`config.mk`:
```
export PLATFORM = sky130hd
export DESIGN_NAME = sleep_seq
export DESIGN_NICKNAME = d
export VERILOG_FILES = /design/src/rtl/sleep_seq_pkg.sv /design/src/rtl/sleep_sync.sv /design/src/rtl/sleep_fsm.sv /design/src/rtl/sleep_err.sv /design/src/rtl/sleep_seq.sv
export SDC_FILE = /design/constraint.sdc
export NUM_CORES = 1
export LEC_CHECK = 0
export BUFFER_PORTS_ARGS = -buffer_cell sky130_fd_sc_hd__buf_2
export CORE_AREA = 2 2 39 41
export DETAILED_ROUTE_END_ITERATION = 16
export DIE_AREA = 0 0 41 43
export HOLD_SLACK_MARGIN = 0.06
export PLACE_DENSITY = 0.45
export SLEW_MARGIN = 20
export SYNTH_ARGS = -nofsm -noshare
export SYNTH_HDL_FRONTEND = slang
export SYNTH_SLANG_ARGS = --single-unit
```
`constraint.sdc`:
```
create_clock -name clk -period 2.1 [get_ports clk]
set_input_delay 0.42 -clock clk [delete_from_list [all_inputs] [get_ports clk]]
set_output_delay 0.42 -clock clk [all_outputs]
set_load 0.005 [all_outputs]
```
`src/rtl/sleep_seq_pkg.sv`:
```
package sleep_seq_pkg;
  typedef enum logic [1:0] {
    ST_AWAKE = 2'd0,
    ST_ENTER = 2'd1,
    ST_SLEEP = 2'd2,
    ST_EXIT  = 2'd3
  } slp_state_t;
endpackage

```
`src/rtl/sleep_sync.sv`:
```
module sleep_sync #(
  parameter int STAGES = 2
) (
  input  logic clk,
  input  logic rst,
  input  logic din,
  output logic dout
);
  logic [STAGES-1:0] chain;

  genvar g;
  generate
    for (g = 0; g < STAGES; g++) begin : g_stage
      if (g == 0) begin : g_first
        always_ff @(posedge clk) begin
          if (rst) chain[0] <= 1'b0;
          else     chain[0] <= din;
        end
      end else begin : g_next
        always_ff @(posedge clk) begin
          if (rst) chain[g] <= 1'b0;
          else     chain[g] <= chain[g-1];
        end
      end
    end
  endgenerate

  assign dout = chain[STAGES-1];

  // the last stage takes on the previous value of the stage in front of it
  p_chain_shift_r2: assert property (@(posedge clk) disable iff (rst)
    ##1 (chain[STAGES-1] == $past(chain[(STAGES > 1) ? STAGES-2 : 0]) || STAGES == 1));
endmodule

```
`src/rtl/sleep_fsm.sv`:
```
module sleep_fsm
  import sleep_seq_pkg::*;
#(
  parameter int ENTRY_CYC = 2,
  parameter int EXIT_CYC  = 2
) (
  input  logic       clk,
  input  logic       rst,
  input  logic       req_s,
  output slp_state_t state_o,
  output logic       ign_o,
  output logic       hiz_o,
  output logic       asleep_o
);
  localparam int MAXC = (ENTRY_CYC > EXIT_CYC) ? ENTRY_CYC : EXIT_CYC;
  localparam int CW   = (MAXC > 1) ? $clog2(MAXC) : 1;
  localparam logic [CW-1:0] ENT_LAST = CW'(ENTRY_CYC - 1);
  localparam logic [CW-1:0] EXT_LAST = CW'(EXIT_CYC - 1);

  slp_state_t st, st_nxt;
  logic [CW-1:0] cnt, cnt_nxt;

  always_comb begin
    st_nxt  = st;
    cnt_nxt = cnt;
    unique case (st)
      ST_AWAKE: begin
        cnt_nxt = '0;
        if (req_s) st_nxt = ST_ENTER;
      end
      ST_ENTER: begin
        if (!req_s) begin
          st_nxt  = ST_AWAKE;
          cnt_nxt = '0;
        end else if (cnt == ENT_LAST) begin
          st_nxt  = ST_SLEEP;
          cnt_nxt = '0;
        end else begin
          cnt_nxt = cnt + 1'b1;
        end
      end
      ST_SLEEP: begin
        cnt_nxt = '0;
        if (!req_s) st_nxt = ST_EXIT;
      end
      ST_EXIT: begin
        if (cnt == EXT_LAST) begin
          st_nxt  = ST_AWAKE;
          cnt_nxt = '0;
        end else begin
          cnt_nxt = cnt + 1'b1;
        end
      end
      default: begin
        st_nxt  = ST_AWAKE;
        cnt_nxt = '0;
      end
    endcase
  end

  always_ff @(posedge clk) begin
    if (rst) begin
      st       <= ST_AWAKE;
      cnt      <= '0;
      ign_o    <= 1'b0;
      hiz_o    <= 1'b0;
      asleep_o <= 1'b0;
    end else begin
      st       <= st_nxt;
      cnt      <= cnt_nxt;
      ign_o    <= (st_nxt == ST_SLEEP) || (st_nxt == ST_EXIT);
      hiz_o    <= (st_nxt == ST_SLEEP) || (st_nxt == ST_EXIT);
      asleep_o <= (st_nxt == ST_SLEEP);
    end
  end

  assign state_o = st;

  p_sleep_from_enter_r2: assert property (@(posedge clk) disable iff (rst)
    $rose(asleep_o) |-> $past(st) == ST_ENTER);
  p_enter_quiet_r3: assert property (@(posedge clk) disable iff (rst)
    (st == ST_ENTER) |-> !ign_o && !hiz_o && !asleep_o);
  p_wake_gate_held_r4: assert property (@(posedge clk) disable iff (rst)
    $fell(asleep_o) |-> ign_o);
  p_cancel_r5: assert property (@(posedge clk) disable iff (rst)
    (st == ST_ENTER && !req_s) |=> st == ST_AWAKE);
  p_exit_completes_r6: assert property (@(posedge clk) disable iff (rst)
    (st == ST_EXIT) |=> (st == ST_EXIT || st == ST_AWAKE));
  p_gate_pair_r9: assert property (@(posedge clk) disable iff (rst)
    (hiz_o == ign_o) && (!asleep_o || ign_o));
endmodule

```
`src/rtl/sleep_err.sv`:
```
module sleep_err
  import sleep_seq_pkg::*;
(
  input  logic       clk,
  input  logic       rst,
  input  logic       req_s,
  input  logic       busy,
  input  slp_state_t state_i,
  output logic       err_o
);
  logic pre_sleep;
  assign pre_sleep = (state_i == ST_AWAKE) || (state_i == ST_ENTER);

  always_ff @(posedge clk) begin
    if (rst)                           err_o <= 1'b0;
    else if (req_s && busy && pre_sleep) err_o <= 1'b1;
  end

  p_err_sticky_r7: assert property (@(posedge clk) disable iff (rst)
    err_o |=> err_o);
  p_err_quiet_asleep_r8: assert property (@(posedge clk) disable iff (rst)
    (!err_o && !pre_sleep) |=> !err_o);
endmodule

```
`src/rtl/sleep_seq.sv`:
```
module sleep_seq
  import sleep_seq_pkg::*;
#(
  parameter int SYNC_STAGES = 2,
  parameter int ENTRY_CYC   = 2,
  parameter int EXIT_CYC    = 2
) (
  input  logic clk,
  input  logic rst,
  input  logic sleep_req,
  input  logic core_busy,
  output logic inputs_ignored,
  output logic outputs_hiz,
  output logic asleep,
  output logic busy_err
);
  logic       req_s;
  slp_state_t st;

  sleep_sync #(.STAGES(SYNC_STAGES)) u_sync (
    .clk (clk),
    .rst (rst),
    .din (sleep_req),
    .dout(req_s)
  );

  sleep_fsm #(.ENTRY_CYC(ENTRY_CYC), .EXIT_CYC(EXIT_CYC)) u_fsm (
    .clk     (clk),
    .rst     (rst),
    .req_s   (req_s),
    .state_o (st),
    .ign_o   (inputs_ignored),
    .hiz_o   (outputs_hiz),
    .asleep_o(asleep)
  );

  sleep_err u_err (
    .clk    (clk),
    .rst    (rst),
    .req_s  (req_s),
    .busy   (core_busy),
    .state_i(st),
    .err_o  (busy_err)
  );

  p_reset_clear_r1: assert property (@(posedge clk)
    $past(rst) |-> !inputs_ignored && !outputs_hiz && !asleep && !busy_err);
endmodule

```
==> results.sh, run 1 <==
export IMPL_final_nets=40
export IMPL_wirelength_microns=451
export IMPL_syn_area_sq_um=291.5
export IMPL_die_x_microns=41
export IMPL_cp_num_buf_inv=1
export IMPL_drive_gt1_share_pct=38.24
export IMPL_grt_pass1_wl_microns=828
export IMPL_maxCapViolCount=0
export IMPL_status="finished, final reports clean"
export IMPL_ir_drop_v=0.0002539
export IMPL_cp_max_fo=2
export IMPL_pre_cts_slack_ns=1.087
export IMPL_clock_latency_ns=0.26
export IMPL_cts_setup_buffers=0
export IMPL_critical_path_cell_chain="buf_2"
export IMPL_routedWlPerCell_microns=9.020
export IMPL_post_cts_resized=0
export IMPL_cts_path_max_buffers=2
export IMPL_drt_drc_violations_left=0
export IMPL_fin_crit_ns=1.105
export IMPL_fp_dieArea_sq_um=1763
export IMPL_hold_viol_final=0
export IMPL_critPathArrivalTime_ns=0.69
export IMPL_ys_types=14
export IMPL_globalRouteTotalUtil_pct=7.871
export IMPL_drt_iter0_drc=7
export IMPL_multi_input_area_sq_um=116.4
export IMPL_crit_path_start_kind="flop"
export IMPL_vias=202
export IMPL_rsz0062_at_grt="no"
export IMPL_vias_per_cell=4.040
export IMPL_boundaryPins=8
export IMPL_cts_tree="yes"
export IMPL_portBuffers=7
export IMPL_hold_buffers=0
export IMPL_grt_pass1_vias=184
export IMPL_fin_crit_sh_pct=52.62
export IMPL_fmax_ghz=0.9049
export IMPL_synth_cells=25
export IMPL_cts_root_buf="clkbuf_4"
export IMPL_antenna_found_initial=0
export IMPL_fin_util_pct=26.13
export IMPL_cp_top_family="flip-flops"
export IMPL_final_cell_mix="dfxtp_1 (8), buf_2 (7), a21oi_1 (3), clkbuf_4 (3)"
export IMPL_clkTransAtPathRegs_ns=0.05
export IMPL_initial_core_util_pct=21.07
export IMPL_reg2regPathDepth=2
export IMPL_synthesis_nets=29
export IMPL_htreeDepth=1
export IMPL_crit_path_max_incr_delay_ns=0.32
export IMPL_r2r_slack_ns=1.23
export IMPL_overflow=0
export IMPL_hold_class="input pin to flop"
export IMPL_final_max_slew_viol_count=0
export IMPL_required_ns=1.68
export IMPL_setup_tns_ns=0
export IMPL_syn_area_per_cell_sq_um=11.66
export IMPL_synth_seq_cells=8
export IMPL_gp_congestion=0.6621
export IMPL_crit_type="flop to output pin"
export IMPL_max_slew_worst_pin_slew_ns=0.2563
export IMPL_powerDensity_nw_per_um2=787.8
export IMPL_num_fill_cells=144
export IMPL_rr_startpoint="u_fsm.state_o[1]"
export IMPL_crit_cells=1
export IMPL_dr_pass1_iters=4
export IMPL_core_sq_um=1384
export IMPL_synthTopCellsByArea="dfxtp_1 (55%), a21oi_1 (5.2%), a221oi_2 (5.2%)"
export IMPL_p_leak_nw=0.1721
export IMPL_synth_warnings=0
export IMPL_final_common_cell="dfxtp_1"
export IMPL_hold_slack_ns=0.3699
export IMPL_cp_slowest_cell="dfxtp_1"
export IMPL_synth_top_cell_by_area="dfxtp_1"
export IMPL_final_setup_worst_slack_ns=0.9949
export IMPL_worstSetupEndpoint="inputs_ignored"
export IMPL_r2r_end="u_fsm.asleep_o"
export IMPL_num_antenna_cells=0
export IMPL_synthToLayoutAreaGrowth_pct=24.03
export IMPL_seq_area_frac_synth_pct=54.94
export IMPL_cts_sinks=8
export IMPL_antenna_left=0
export IMPL_cts_made_buffers=3
export IMPL_synth_top_area_share_pct=54.94
export IMPL_rows=14
export IMPL_fin_skew_ns=0.001548
export IMPL_endpoint_kind="output pin"
export IMPL_startpoint="u_fsm.ign_o"
export IMPL_setup_viol=0
export IMPL_chipHeight_microns=43
export IMPL_max_slew_margin_pct=82.88
export IMPL_regArea_sq_um=160.2
export IMPL_grt_max_degree=8
cells in the mapped netlist:
cell      n
nor2b_1   2
buf_4     1
o211a_1   1
and3b_1   1
nor2b_2   1
nand3b_1  1
dfxtp_1   8
inv_1     2
nand4b_1  1
a21oi_1   3
a221oi_2  1
o21bai_1  1
a21bo_1   1
nor3b_2   1
routing by layer:
layer	GRT usage, %	share of wire, %	wire, microns	vias to the layer above
li1	-	-	-	105
met1	10.46	47	212	87
met2	6.875	39	174	10
met3	9.424	14	64	0
met4	4.000	0	0	0
met5	0	0	0	-
worst min-delay path by stage:
stage	from	end	slack, ns	depth (start not counted)
final	sleep_req	u_sync.chain[0]	0.37	2
after global routing	sleep_req	u_sync.chain[0]	0.40	2
after CTS	sleep_req	u_sync.chain[0]	0.36	2
after detailed placement	u_sync.chain[0]	u_sync.dout	0.43	1
after global placement	u_sync.chain[0]	u_sync.dout	0.43	1
after floorplan	u_sync.chain[0]	u_sync.dout	0.41	1
state kept, by name, summed over array words and instances (netlist names):
register / cells
u_sync.chain: 1
u_err.err_o: 1
u_sync.dout: 1
u_fsm.asleep_o: 1
u_fsm.cnt: 1
u_fsm.ign_o: 1
u_fsm.state_o: 2
area by class of cell:
type	instances	area share, %
clock buffer	3	6.228
timing repair buffer	7	9.689
tap	16	5.536
sequential	8	44.29
inverter	2	2.076
multi-input combinational	14	32.18
per-stage QoR:
stage	instances	power [mW]	cell area [sq um]
6_report	50	0.2849	361.6
5_1_grt	50	0.3017	361.6
4_1_cts	50	0.2926	361.6
3_5_place_dp	47	0.1697	339.1
3_3_place_gp	47	0.1696	339.1
2_1_floorplan	25	0.1641	291.5
report_power, final:
part	leakage (nW)	internal, mW	switching [mW]	total, mW
Sequential	0.0650	0.155	0.00254	0.158
Clock	0.0138	0.0654	0.0531	0.119
Combinational	0.0933	0.00488	0.00387	0.00875
cell families (layout without fill, tap and decap cells):
kind of cell	Yosys count	after routing	synth area share (%)
DFF	8	8	54.93
AOI/OAI and AO/OA	7	7	19.74
and+or+nand+nor	7	7	20.17
buffers and inverters	3	12	5.152
Note: power is estimated with default switching activity, not from simulation.
==> run 2, diff against run 1 <==
==> constraint.sdc (replaced) <==
create_clock -name clk -period 1.04 [get_ports clk]
set_input_delay 0.208 -clock clk [delete_from_list [all_inputs] [get_ports clk]]
set_output_delay 0.208 -clock clk [all_outputs]
set_load 0.005 [all_outputs]
==> run 2 against run 1 <==
Non-clock buffer count unchanged. Count of clock-buffer cells in the layout stayed put. Total power is 97% higher. Die area unchanged. Sequential share of layout area did not move. Global-route usage shrank 2.0 points. Sequential cell count stayed put. Utilization unchanged. Cell count did not move. Worst hold slack worse by 0.20 ns. Critical path type unchanged. Largest power group unchanged.
==> results.sh, run 2 (synthesis results as in run 1) <==
export IMPL_final_cell_mix="dfxtp_1 (8), buf_2 (7), a21oi_1 (3), clkbuf_4 (3)"
export IMPL_fp_dieArea_sq_um=1763
export IMPL_num_antenna_cells=0
export IMPL_cts_made_buffers=3
export IMPL_vias_per_cell=4.260
export IMPL_fmax_ghz=1.140
export IMPL_cts_path_max_buffers=2
export IMPL_drt_drc_violations_left=0
export IMPL_core_sq_um=1384
export IMPL_crit_path_start_kind="flop"
export IMPL_fin_skew_ns=0.004223
export IMPL_post_cts_resized=0
export IMPL_antenna_found_initial=0
export IMPL_cts_root_buf="clkbuf_4"
export IMPL_p_leak_nw=0.1721
export IMPL_overflow=0
export IMPL_synthToLayoutAreaGrowth_pct=24.03
export IMPL_final_nets=40
export IMPL_hold_buffers=0
export IMPL_wirelength_microns=422
export IMPL_cts_setup_buffers=0
export IMPL_hold_viol_final=0
export IMPL_antenna_left=0
export IMPL_multi_input_area_sq_um=116.4
export IMPL_portBuffers=7
export IMPL_routedWlPerCell_microns=8.440
export IMPL_gp_congestion=0.5976
export IMPL_grt_pass1_vias=176
export IMPL_final_setup_worst_slack_ns=0.1628
export IMPL_clkTransAtPathRegs_ns=0.05
export IMPL_grt_pass1_wl_microns=648
export IMPL_grt_max_degree=8
export IMPL_grt_busiest_layer="met3"
export IMPL_cp_slowest_cell="dfxtp_1"
export IMPL_maxCapViolCount=0
export IMPL_setup_viol=0
export IMPL_dpl_hpwl_microns=332.1
export IMPL_largest_reg_flops=2
export IMPL_required_ns=0.83
export IMPL_critPathArrivalTime_ns=0.67
export IMPL_rows=14
export IMPL_max_slew_margin_pct=82.59
export IMPL_boundaryPins=8
export IMPL_globalRouteTotalUtil_pct=5.835
export IMPL_max_slew_worst_pin_slew_ns=0.2606
export IMPL_cts_tree="yes"
export IMPL_grt_util_met3_pct=7.853
export IMPL_initial_core_util_pct=21.07
export IMPL_chipHeight_microns=43
export IMPL_drt_iter0_drc=1
export IMPL_clock_latency_ns=0.25
export IMPL_endpoint_kind="output pin"
export IMPL_die_x_microns=41
export IMPL_regArea_sq_um=160.2
export IMPL_htreeDepth=1
export IMPL_final_max_slew_viol_count=0
export IMPL_cts_sinks=8
export IMPL_crit_type="flop to output pin"
export IMPL_drive_gt1_share_pct=38.24
export IMPL_met2_usage_pct=6.875
export IMPL_powerDensity_nw_per_um2=1555
export IMPL_final_common_cell="dfxtp_1"
export IMPL_grt_use_met1_pct=6.796
export IMPL_setup_tns_ns=0
export IMPL_cp_max_fo=2
export IMPL_status="finished, final reports clean"
export IMPL_cp_top_family="flip-flops"
export IMPL_crit_path_max_incr_delay_ns=0.32
export IMPL_critical_path_cell_chain="buf_2"
export IMPL_pre_cts_slack_ns=0.1955
export IMPL_vias=213
export IMPL_dr_pass1_iters=2
export IMPL_hold_class="input pin to flop"
export IMPL_ir_drop_v=0.0006826
export IMPL_fin_crit_sh_pct=84.34
export IMPL_fin_crit_ns=0.8772
export IMPL_rsz0062_at_grt="no"
export IMPL_num_fill_cells=152
export IMPL_cp_num_buf_inv=1
[run 2: through the flow]
stage	std cells	instance area [sq um]	util, %	total power, mW	hold slack (ns)
after floorplan	25	291.5	-	0.3313	0.2771
after global placement	47	339.1	24.50	0.3426	0.4267
after detailed placement	47	339.1	24.50	0.3428	0.4286
after CTS	50	361.6	26.13	0.5753	0.1717
after global routing	50	361.6	26.13	0.5956	0.1993
final	50	361.6	26.13	0.5624	0.1725
[run 2: final cells by class]
type	count	share of cell area [%]
Inverter	2	2.076
Clock buffer	3	6.228
Sequential cell	8	44.29
Timing Repair Buffer	7	9.689
Multi-Input combinational cell	14	32.18
Tap cell	16	5.536
[run 2: power by group]
part	internal, mW	switching (mW)
Combinational	0.00987	0.00819
Sequential	0.313	0.00504
Clock	0.131	0.0948
[run 2: worst paths after layout]
kind | slack (ns) | start | to | depth (start not counted)
max | 0.16 | u_fsm.ign_o | inputs_ignored | 1
min | 0.17 | sleep_req | u_sync.chain[0] | 2
max reg2reg | 0.18 | u_fsm.state_o[1] | u_fsm.asleep_o | 2
min reg2reg | 0.44 | u_sync.chain[0] | u_sync.dout | 1
[run 2: metal layers]
layer  vias up  share of wire, %
li1        108                 -
met1        96                46
met2         9                42
met3         0                12
met4         0                 0
met5         -                 0
==> run 3, diff against run 2 <==
==> constraint.sdc (replaced) <==
create_clock -name clk -period 0.9 [get_ports clk]
set_input_delay 0.18 -clock clk [delete_from_list [all_inputs] [get_ports clk]]
set_output_delay 0.18 -clock clk [all_outputs]
set_load 0.005 [all_outputs]
==> run 3 against run 2 <==
Sequential cell count did not move. Worst setup slack got worse by 0.12 ns. Wire length rose by 19%. Register-to-register slack got worse by 0.13 ns. Highest routed layer unchanged. Largest cell class unchanged. Via count rose by 1.4%. Largest power group unchanged. Critical endpoint is now u_fsm.asleep_o.
==> results.sh, run 3 (synthesis results as in run 1) <==
export IMPL_critPathArrivalTime_ns=1.00
export IMPL_final_nets=41
export IMPL_worstHoldStart="sleep_req"
export IMPL_clkTransAtPathRegs_ns=0.05
export IMPL_antenna_left=0
export IMPL_grt_pass1_wl_microns=903
export IMPL_rows=14
export IMPL_crit_path_max_incr_delay_ns=0.36
export IMPL_rr_startpoint="u_fsm.cnt"
export IMPL_dr_pass1_iters=4
export IMPL_r2r_slack_ns=0.05
export IMPL_globalRouteTotalUtil_pct=8.367
export IMPL_hold_class="input pin to flop"
export IMPL_fin_crit_ns=0.8547
export IMPL_setup_tns_ns=0
export IMPL_setup_viol=0
export IMPL_hold_buffers=0
export IMPL_boundaryPins=8
export IMPL_endpoint_kind="flop"
export IMPL_gp_congestion=0.6330
export IMPL_fin_crit_sh_pct=94.97
export IMPL_drive_gt1_share_pct=48.57
export IMPL_reg2regPathDepth=2
export IMPL_powerDensity_nw_per_um2=1761
export IMPL_fmax_ghz=1.170
export IMPL_drt_iter0_drc=3
export IMPL_grt_pass1_vias=239
export IMPL_vias_per_cell=4.235
export IMPL_cts_root_buf="clkbuf_4"
export IMPL_initial_core_util_pct=21.07
export IMPL_antenna_found_initial=0
export IMPL_overflow=0
export IMPL_cts_tree="yes"
export IMPL_cts_sinks=8
export IMPL_dpl_hpwl_microns=375.2
export IMPL_cp_slowest_cell="dfxtp_1"
export IMPL_critical_path_cell_chain="and3b_1, o211a_1"
export IMPL_final_common_cell="buf_2"
export IMPL_clock_latency_ns=0.25
export IMPL_drt_drc_violations_left=0
export IMPL_cp_max_fo=5
export IMPL_fin_skew_ns=0.0006318
export IMPL_num_antenna_cells=0
export IMPL_wirelength_microns=503
export IMPL_place_area_sq_um=346.6
export IMPL_rsz0062_at_grt="no"
export IMPL_p_leak_nw=0.1784
export IMPL_portBuffers=7
export IMPL_die_x_microns=41
export IMPL_fp_dieArea_sq_um=1763
export IMPL_grt_max_degree=7
export IMPL_cts_made_buffers=3
export IMPL_cts_path_max_buffers=2
export IMPL_hold_end="u_sync.chain[0]"
export IMPL_routedWlPerCell_microns=9.863
export IMPL_status="finished, final reports clean"
export IMPL_max_slew_margin_pct=81.32
export IMPL_required_ns=1.04
export IMPL_stdcell_area_sq_um=372.9
export IMPL_hold_viol_final=0
export IMPL_r2r_end="u_fsm.asleep_o"
export IMPL_final_cell_mix="buf_2 (7), dfxtp_1 (5), a21oi_1 (3), clkbuf_4 (3), dfxtp_2 (3)"
export IMPL_pre_cts_slack_ns=0.05415
export IMPL_crit_path_start_kind="flop"
export IMPL_largest_reg_flops=2
export IMPL_htreeDepth=1
export IMPL_synthToLayoutAreaGrowth_pct=27.90
export IMPL_ir_drop_v=0.0009398
export IMPL_max_slew_worst_pin_slew_ns=0.2796
export IMPL_core_sq_um=1384
export IMPL_maxCapViolCount=0
export IMPL_chipHeight_microns=43
export IMPL_final_setup_worst_slack_ns=0.04526
export IMPL_vias=216
export IMPL_final_max_slew_viol_count=0
export IMPL_crit_type="flop to flop"
export IMPL_holdPathStages=2
-- run 3: through the flow --
stage	hold WS, ns	utilization [%]	power (mW)	std cells
after global routing	0.1497	26.94	0.6981	51
after floorplan	0.2491	-	0.3828	25
final	0.1451	26.94	0.6567	51
after CTS	0.1440	26.67	0.6719	51
after global placement	0.3944	25.05	0.3993	48
after detailed placement	0.4099	25.05	0.4004	48
-- run 3: how the worst max path moves through the flow --
stage                                 from             end  slack [ns]
after CTS                      u_fsm.ign_o  inputs_ignored        0.03
after floorplan           u_fsm.state_o[1]  u_fsm.asleep_o        0.09
after global routing           u_err.err_o        busy_err       0.007
after global placement    u_fsm.state_o[1]  u_fsm.asleep_o        0.06
final                            u_fsm.cnt  u_fsm.asleep_o        0.05
after detailed placement  u_fsm.state_o[1]  u_fsm.asleep_o        0.05
-- run 3: routing by layer --
| layer | part of all wire [%] | GRT usage (%) | vias up |
|---|---|---|---|
| met3 | 9.1 | 7.853 | 0 |
| li1 | - | - | 107 |
| met4 | 0 | 4.000 | 0 |
| met2 | 50 | 12.19 | 8 |
| met5 | 0 | 0 | - |
| met1 | 41 | 7.492 | 101 |
-- run 3: cell type report --
| type | instances | area, sq um |
|---|---|---|
| Inverter | 2 | 7.507 |
| Clock buffer | 3 | 22.52 |
| Fill cell | 151 | 1011 |
| Tap cell | 16 | 20.02 |
| Multi-Input combinational cell | 14 | 116.4 |
| Timing Repair Buffer | 8 | 42.54 |
| Sequential cell | 8 | 163.9 |
-- run 3: power breakdown --
group,switching (mW),internal (mW),total [mW]
logic,0.0107,0.0142,0.0250
clock network,0.112,0.152,0.264
registers,0.00589,0.362,0.368
total,0.128,0.528,0.657
-- run 3: critical path, delay by kind of cell, from the launching register on --
| kind | cells | cell delay [ns] |
|---|---|---|
| and+or+nand+nor | 1 | 0.20 |
| AOI/OAI and AO/OA | 1 | 0.19 |
| DFF | 1 | 0.36 |
-- run 3: repair_timing --
action	CTS	global route
setup buffers	0	0
resized for setup	0	3
endpoints found under the setup margin	0	4
